## config.mk

```make
export PLATFORM = sky130hd
export DESIGN_NAME = byte_alu
export DESIGN_NICKNAME = d
export VERILOG_FILES = /design/src/rtl/alu_pkg.sv /design/src/rtl/alu_in_reg.sv /design/src/rtl/alu_arith.sv /design/src/rtl/alu_logic.sv /design/src/rtl/byte_alu.sv
export SDC_FILE = /design/constraint.sdc
export NUM_CORES = 1
export LEC_CHECK = 0
export BUFFER_PORTS_ARGS = -buffer_cell sky130_fd_sc_hd__buf_2
export CORE_MARGIN = 2
export CORE_UTILIZATION = 47
export CTS_CLUSTER_DIAMETER = 80
export DETAILED_ROUTE_END_ITERATION = 16
export HOLD_SLACK_MARGIN = 0.1
export PLACE_DENSITY = 0.73
export SKIP_CTS_REPAIR_TIMING = 1
export SLEW_MARGIN = 0
export SYNTH_ARGS = -nofsm -noshare
export SYNTH_HDL_FRONTEND = slang
export SYNTH_SLANG_ARGS = --single-unit
```

## constraint.sdc

```tcl
create_clock -name clk -period 11.7 [get_ports clk]
set_input_delay 2.34 -clock clk [delete_from_list [all_inputs] [get_ports clk]]
set_output_delay 2.34 -clock clk [all_outputs]
set_load 0.01 [all_outputs]
```

## src/rtl/alu_pkg.sv

```systemverilog
package alu_pkg;

    localparam int DATA_W = 8;
    localparam int NIB_W  = 4;

    localparam int FLG_S  = 7;
    localparam int FLG_Z  = 6;
    localparam int FLG_U5 = 5;
    localparam int FLG_AC = 4;
    localparam int FLG_U3 = 3;
    localparam int FLG_P  = 2;
    localparam int FLG_U1 = 1;
    localparam int FLG_CY = 0;

    typedef enum logic [2:0] {
        OP_ADD = 3'd0,
        OP_ADC = 3'd1,
        OP_SUB = 3'd2,
        OP_SBB = 3'd3,
        OP_AND = 3'd4,
        OP_XOR = 3'd5,
        OP_OR  = 3'd6,
        OP_CMP = 3'd7
    } alu_op_e;

    typedef struct packed {
        logic [DATA_W-1:0] a;
        logic [DATA_W-1:0] b;
        alu_op_e           op;
        logic [7:0]        fl;
    } alu_req_t;

    typedef struct packed {
        logic [DATA_W-1:0] val;
        logic              cy;
        logic              ac;
    } alu_part_t;

    function automatic logic even_ones(input logic [DATA_W-1:0] v);
        return ~(^v);
    endfunction

    function automatic logic is_sub(input alu_op_e op);
        return (op == OP_SUB) || (op == OP_SBB) || (op == OP_CMP);
    endfunction

    function automatic logic is_arith(input alu_op_e op);
        return (op == OP_ADD) || (op == OP_ADC) || is_sub(op);
    endfunction

endpackage

```

## src/rtl/alu_in_reg.sv

```systemverilog
module alu_in_reg
    import alu_pkg::*;
(
    input  logic     clk,
    input  logic     rst,
    input  logic     load,
    input  alu_req_t req_d,
    output alu_req_t req_q,
    output logic     fresh_q
);

    always_ff @(posedge clk) begin
        if (rst) begin
            req_q   <= '0;
            fresh_q <= 1'b0;
        end else begin
            fresh_q <= load;
            if (load) begin
                req_q <= req_d;
            end
        end
    end

    assert_capture_R9: assert property (@(posedge clk) disable iff (rst)
        load |=> (req_q == $past(req_d)));

    assert_hold_R9: assert property (@(posedge clk) disable iff (rst)
        !load |=> $stable(req_q));

endmodule

```

## src/rtl/alu_arith.sv

```systemverilog
module alu_arith
    import alu_pkg::*;
(
    input  logic [DATA_W-1:0] a,
    input  logic [DATA_W-1:0] b,
    input  alu_op_e           op,
    input  logic              cy_in,
    output alu_part_t         part
);

    logic              sub;
    logic [DATA_W-1:0] b_eff;
    logic              cin;
    logic [DATA_W:0]   full_sum;
    logic [NIB_W:0]    low_sum;

    always_comb begin
        sub   = is_sub(op);
        b_eff = sub ? ~b : b;
        unique case (op)
            OP_ADD:  cin = 1'b0;
            OP_ADC:  cin = cy_in;
            OP_SBB:  cin = ~cy_in;
            default: cin = 1'b1;
        endcase
        full_sum = {1'b0, a} + {1'b0, b_eff} + {{DATA_W{1'b0}}, cin};
        low_sum  = {1'b0, a[NIB_W-1:0]} + {1'b0, b_eff[NIB_W-1:0]}
                 + {{NIB_W{1'b0}}, cin};
        part.val = full_sum[DATA_W-1:0];
        part.cy  = sub ? ~full_sum[DATA_W] : full_sum[DATA_W];
        part.ac  = low_sum[NIB_W];
    end

endmodule

```

## src/rtl/alu_logic.sv

```systemverilog
module alu_logic
    import alu_pkg::*;
(
    input  logic [DATA_W-1:0] a,
    input  logic [DATA_W-1:0] b,
    input  alu_op_e           op,
    output alu_part_t         part
);

    always_comb begin
        part.cy = 1'b0;
        unique case (op)
            OP_AND: begin
                part.val = a & b;
                part.ac  = a[NIB_W-1] | b[NIB_W-1];
            end
            OP_XOR: begin
                part.val = a ^ b;
                part.ac  = 1'b0;
            end
            default: begin
                part.val = a | b;
                part.ac  = 1'b0;
            end
        endcase
    end

endmodule

```

## src/rtl/byte_alu.sv

```systemverilog
module byte_alu
    import alu_pkg::*;
(
    input  logic              clk,
    input  logic              rst,
    input  logic              load,
    input  logic [DATA_W-1:0] opnd_a,
    input  logic [DATA_W-1:0] opnd_b,
    input  logic [2:0]        op_sel,
    input  logic [7:0]        flags_in,
    output logic [DATA_W-1:0] result,
    output logic [7:0]        flags_out,
    output logic              res_fresh
);

    alu_req_t  req_d;
    alu_req_t  req_q;
    alu_part_t arith_p;
    alu_part_t logic_p;
    alu_part_t sel_p;

    always_comb begin
        req_d.a  = opnd_a;
        req_d.b  = opnd_b;
        req_d.op = alu_op_e'(op_sel);
        req_d.fl = flags_in;
    end

    alu_in_reg u_in (
        .clk     (clk),
        .rst     (rst),
        .load    (load),
        .req_d   (req_d),
        .req_q   (req_q),
        .fresh_q (res_fresh)
    );

    alu_arith u_arith (
        .a     (req_q.a),
        .b     (req_q.b),
        .op    (req_q.op),
        .cy_in (req_q.fl[FLG_CY]),
        .part  (arith_p)
    );

    alu_logic u_logic (
        .a    (req_q.a),
        .b    (req_q.b),
        .op   (req_q.op),
        .part (logic_p)
    );

    always_comb begin
        sel_p  = is_arith(req_q.op) ? arith_p : logic_p;
        result = (req_q.op == OP_CMP) ? req_q.a : sel_p.val;
        flags_out[FLG_S]  = sel_p.val[DATA_W-1];
        flags_out[FLG_Z]  = (sel_p.val == '0);
        flags_out[FLG_U5] = req_q.fl[FLG_U5];
        flags_out[FLG_AC] = sel_p.ac;
        flags_out[FLG_U3] = req_q.fl[FLG_U3];
        flags_out[FLG_P]  = even_ones(sel_p.val);
        flags_out[FLG_U1] = req_q.fl[FLG_U1];
        flags_out[FLG_CY] = sel_p.cy;
    end

    assert_cmp_keeps_a_R4: assert property (@(posedge clk) disable iff (rst)
        (req_q.op == OP_CMP) |-> (result == req_q.a));

    assert_undef_pass_R6: assert property (@(posedge clk) disable iff (rst)
        (flags_out[FLG_U5] == req_q.fl[FLG_U5]) &&
        (flags_out[FLG_U3] == req_q.fl[FLG_U3]) &&
        (flags_out[FLG_U1] == req_q.fl[FLG_U1]));

    assert_zero_flag_R5: assert property (@(posedge clk) disable iff (rst)
        (req_q.op != OP_CMP) |-> (flags_out[FLG_Z] == (result == '0)));

    assert_logic_no_carry_R8: assert property (@(posedge clk) disable iff (rst)
        !is_arith(req_q.op) |-> !flags_out[FLG_CY]);

    assert_fresh_after_load_R9: assert property (@(posedge clk) disable iff (rst)
        load |=> res_fresh);

endmodule

```

==> impl_results.md <==
- Worst-path cell chain: nand2b_1 > nand2_2 > xnor2_1 > fa_1 > inv_1 > fa_1 > nand2b_1 > a21oi_2 > mux2i_1 > a211oi_2 > ha_1 > xnor2_1 > xnor2_1 > buf_2
- Place WS: about 5.7 ns
- P&R area growth vs syn: 11.45%
- Avg Synthesized Cell Area: 8.336 um^2
- Clock root cell: clkbuf_8
- Layout cells sized above 1: 20.00%
- All-Layer GR Usage: 18.10%
- Power density cells: 112.2 nW/um^2
- Minimum clock period: roughly 6.4 ns
- Util after Layout: 53.88%
- Vias/cell: 5.310
- Slew Limit Fails: 0
- Async SR Flop Fraction: 0%
- Initial Utilization: 48.34%
- Via count: roughly 1,800
- Sink Count: 24
- Ant diodes: 0
- Hold_ws: a little under 0.5 ns
- Largest stage delay, worst path: 0.82 ns
- TritonRoute pass-1 iters: 4
- Boundary Pins: 47
- Nets: 340
- Area post-placement: 2258 um^2
- Total CTS buffers: 3
- Leakage power: 1.129 nW
- Unrepaired setup endpoints after global routing: no
- DRC: 0
- Pin count of the biggest net entering global routing: 30
- Placer Congestion: 0.8900
- GRT overflow: 0
- First-pass GRT wire length: 7452 um
- Worst path slowest cell: dfxtp_1
- Tot Pwr: between 200 and 300 uW
- Design area: approximately 2300 um^2
- M1 WL: between 2000 and 2500 um
- Most used cell, CP: xnor2_1
- Post-detail-place hpwl: 3192 um
- Final setup violation count: 0
- Mapped Nets: 308
- Initial antenna violation count: 0
- CP endpoint kind: output port
- CORE AREA: approximately 4300 um^2
- Req. time, crit path: 9.36 ns
- Number of synthesis warnings: 0
- Post-Place Cells: 328
- Rows: 24
- Mapped Area: between 2000 and 2500 um^2
- Routed len/inst: 12.83 um
- Initial drt markers: 109
- Setup WS post-layout: 5.293 ns
- Max Root-Sink Buffers: 2
- Hold Path Class: flop to flop
- Final WL: between 4000 and 5000 um
- DR WL met3: 145 um
- Post-synthesis sequential area ratio: between 20% and 30%
- Seq cells post-synth: 24
- Die area: 4964 um^2
- Worst Path Class, Setup: flop to output port
- CTS tree: built
- Number of synthesized flops with an enable pin: 0
- Max Clock Skew: 0 ns
- Fillers: between 400 and 500
- Startpoint types: flop
- Vias in the first global route: 1,683
- Post-synth cell types: 45
- Remaining antenna violation count: 0
- CP max FO: 22
- F_max: 156.1 MHz
- Met2 Wirelength: 1974 um
- Fin. Hold Viols: 0
- Max cap viols: 0
- Buf/Inv on CP: 2
- Main synth FF type: dfxtp_1
- Cell count after synthesis: about 250
- Chip Height: 70.46 um
- Top Layer Used: met4
- Tightest Pin Transition: between 0.7 and 0.8 ns
- Max IR drop VDD: approximately 59 uV
- Clock transition at the registers of the reported paths: 0.08 ns
- Slew headroom: just under 50%
- Status: finished clean
- Critical path arrival: 4.07 ns
- Final std cells w/o fill: roughly 330
- Delay-heaviest family, CP: adder cells
- Clock latency on the worst-skew pair: 0.26 ns
- Final worst path period share: 54.76%
- Port buffer count: 42
- DIE WIDTH: 70.46 um
- Setup tns final: 0 ns
- Htree depth: 1
## power by group
part	total, mW	leakage (nW)	internal [mW]	switching, mW
clock network	0.0560	0.0288	0.0300	0.0260
logic	0.110	0.902	0.0530	0.0568
registers	0.0938	0.198	0.0865	0.00732
## sequential cells by signal, indices dropped and copies added (netlist names)
register,cells
u_in.req_q,23
u_in.fresh_q,1
## cell usage after synthesis, types with 3 or more instances
master / n / share of area [%]
nor2_1: 32 / 5.8
ha_1: 27 / 16
mux2i_1: 26 / 13
dfxtp_1: 24 / 23
inv_1: 21 / 3.8
nand2_1: 16 / 2.9
xnor2_1: 13 / 5.5
o21ai_0: 12 / 2.9
a21oi_1: 10 / 2.4
buf_2: 5 / 1.2
buf_4: 5 / 1.8
nand2b_1: 5 / 1.5
nor2b_1: 5 / 1.5
a21o_1: 4 / 1.4
clkbuf_1: 3 / 0.54
## layer usage
layer | vias up | track usage, %
met5 | - | 0
met3 | 5 | 2.309
met4 | 0 | 6.410
met2 | 31 | 29.77
met1 | 818 | 24.20
li1 | 909 | -
## cells by family (layout without fill, tap and decap cells)
kind of cell | count (synthesis) | in the layout | synth area share [%]
and+or+nand+nor | 68 | 68 | 14.71
AOI/OAI and AO/OA | 49 | 49 | 15.91
buffers and inverters | 37 | 68 | 8.620
adders and majority gates | 29 | 29 | 18.20
muxes | 27 | 27 | 13.08
DFF | 24 | 24 | 23.15
xor gates and xnor gates | 15 | 15 | 6.329
## worst paths after layout
check / from / end / slack (ns) / cells past startpoint
worst min-delay path: u_in.req_q[3] / u_in.req_q[3] / 0.50 / 2
worst max register to register: u_in.req_q[10] / u_in.req_q[10] / 10.56 / 2
worst max-delay path: u_in.req_q[10] / flags_out[2] / 5.29 / 14
worst min register to register: u_in.req_q[3] / u_in.req_q[3] / 0.50 / 2
## cell type report
cell class,instances,area (um^2),share of cell area [%]
multi-input cells,188,1416,61.22
flip-flops and latches,24,480.5,20.77
repair buffers,43,217.7,9.410
inverters,21,78.83,3.407
well taps,52,65.06,2.812
clock buffers,4,55.05,2.380
## tightest hold or removal path: cells and delay by family (launching register included)
kind | cells | cell delay [ns]
muxes | 1 | 0.06
and+or+nand+nor | 1 | 0.08
DFF | 1 | 0.33
## placed cells by master (no fill, tap or decap), types with 2 or more instances in the layout
| master | netlist | final |
|---|---|---|
| o22ai_1 | 2 | 2 |
| inv_1 | 21 | 21 |
| o211ai_1 | 2 | 2 |
| buf_2 | 5 | 42 |
| fa_1 | 2 | 2 |
| a21oi_1 | 10 | 10 |
| mux2i_1 | 26 | 26 |
| o21a_1 | 2 | 2 |
| a21oi_2 | 2 | 2 |
| nor2_1 | 32 | 32 |
| a21o_1 | 4 | 4 |
| xor2_1 | 2 | 2 |
| xnor2_1 | 13 | 13 |
| o221ai_1 | 2 | 2 |
| nor2b_1 | 5 | 5 |
| ha_1 | 27 | 27 |
| a211oi_2 | 2 | 2 |
| dfxtp_1 | 24 | 24 |
| a31oi_1 | 2 | 2 |
| nand2b_1 | 5 | 5 |
| o21ai_0 | 12 | 12 |
| nand2_1 | 16 | 16 |
| nand3_1 | 2 | 2 |
| clkbuf_8 | 0 | 4 |
Power figures use the tool's default switching activity.
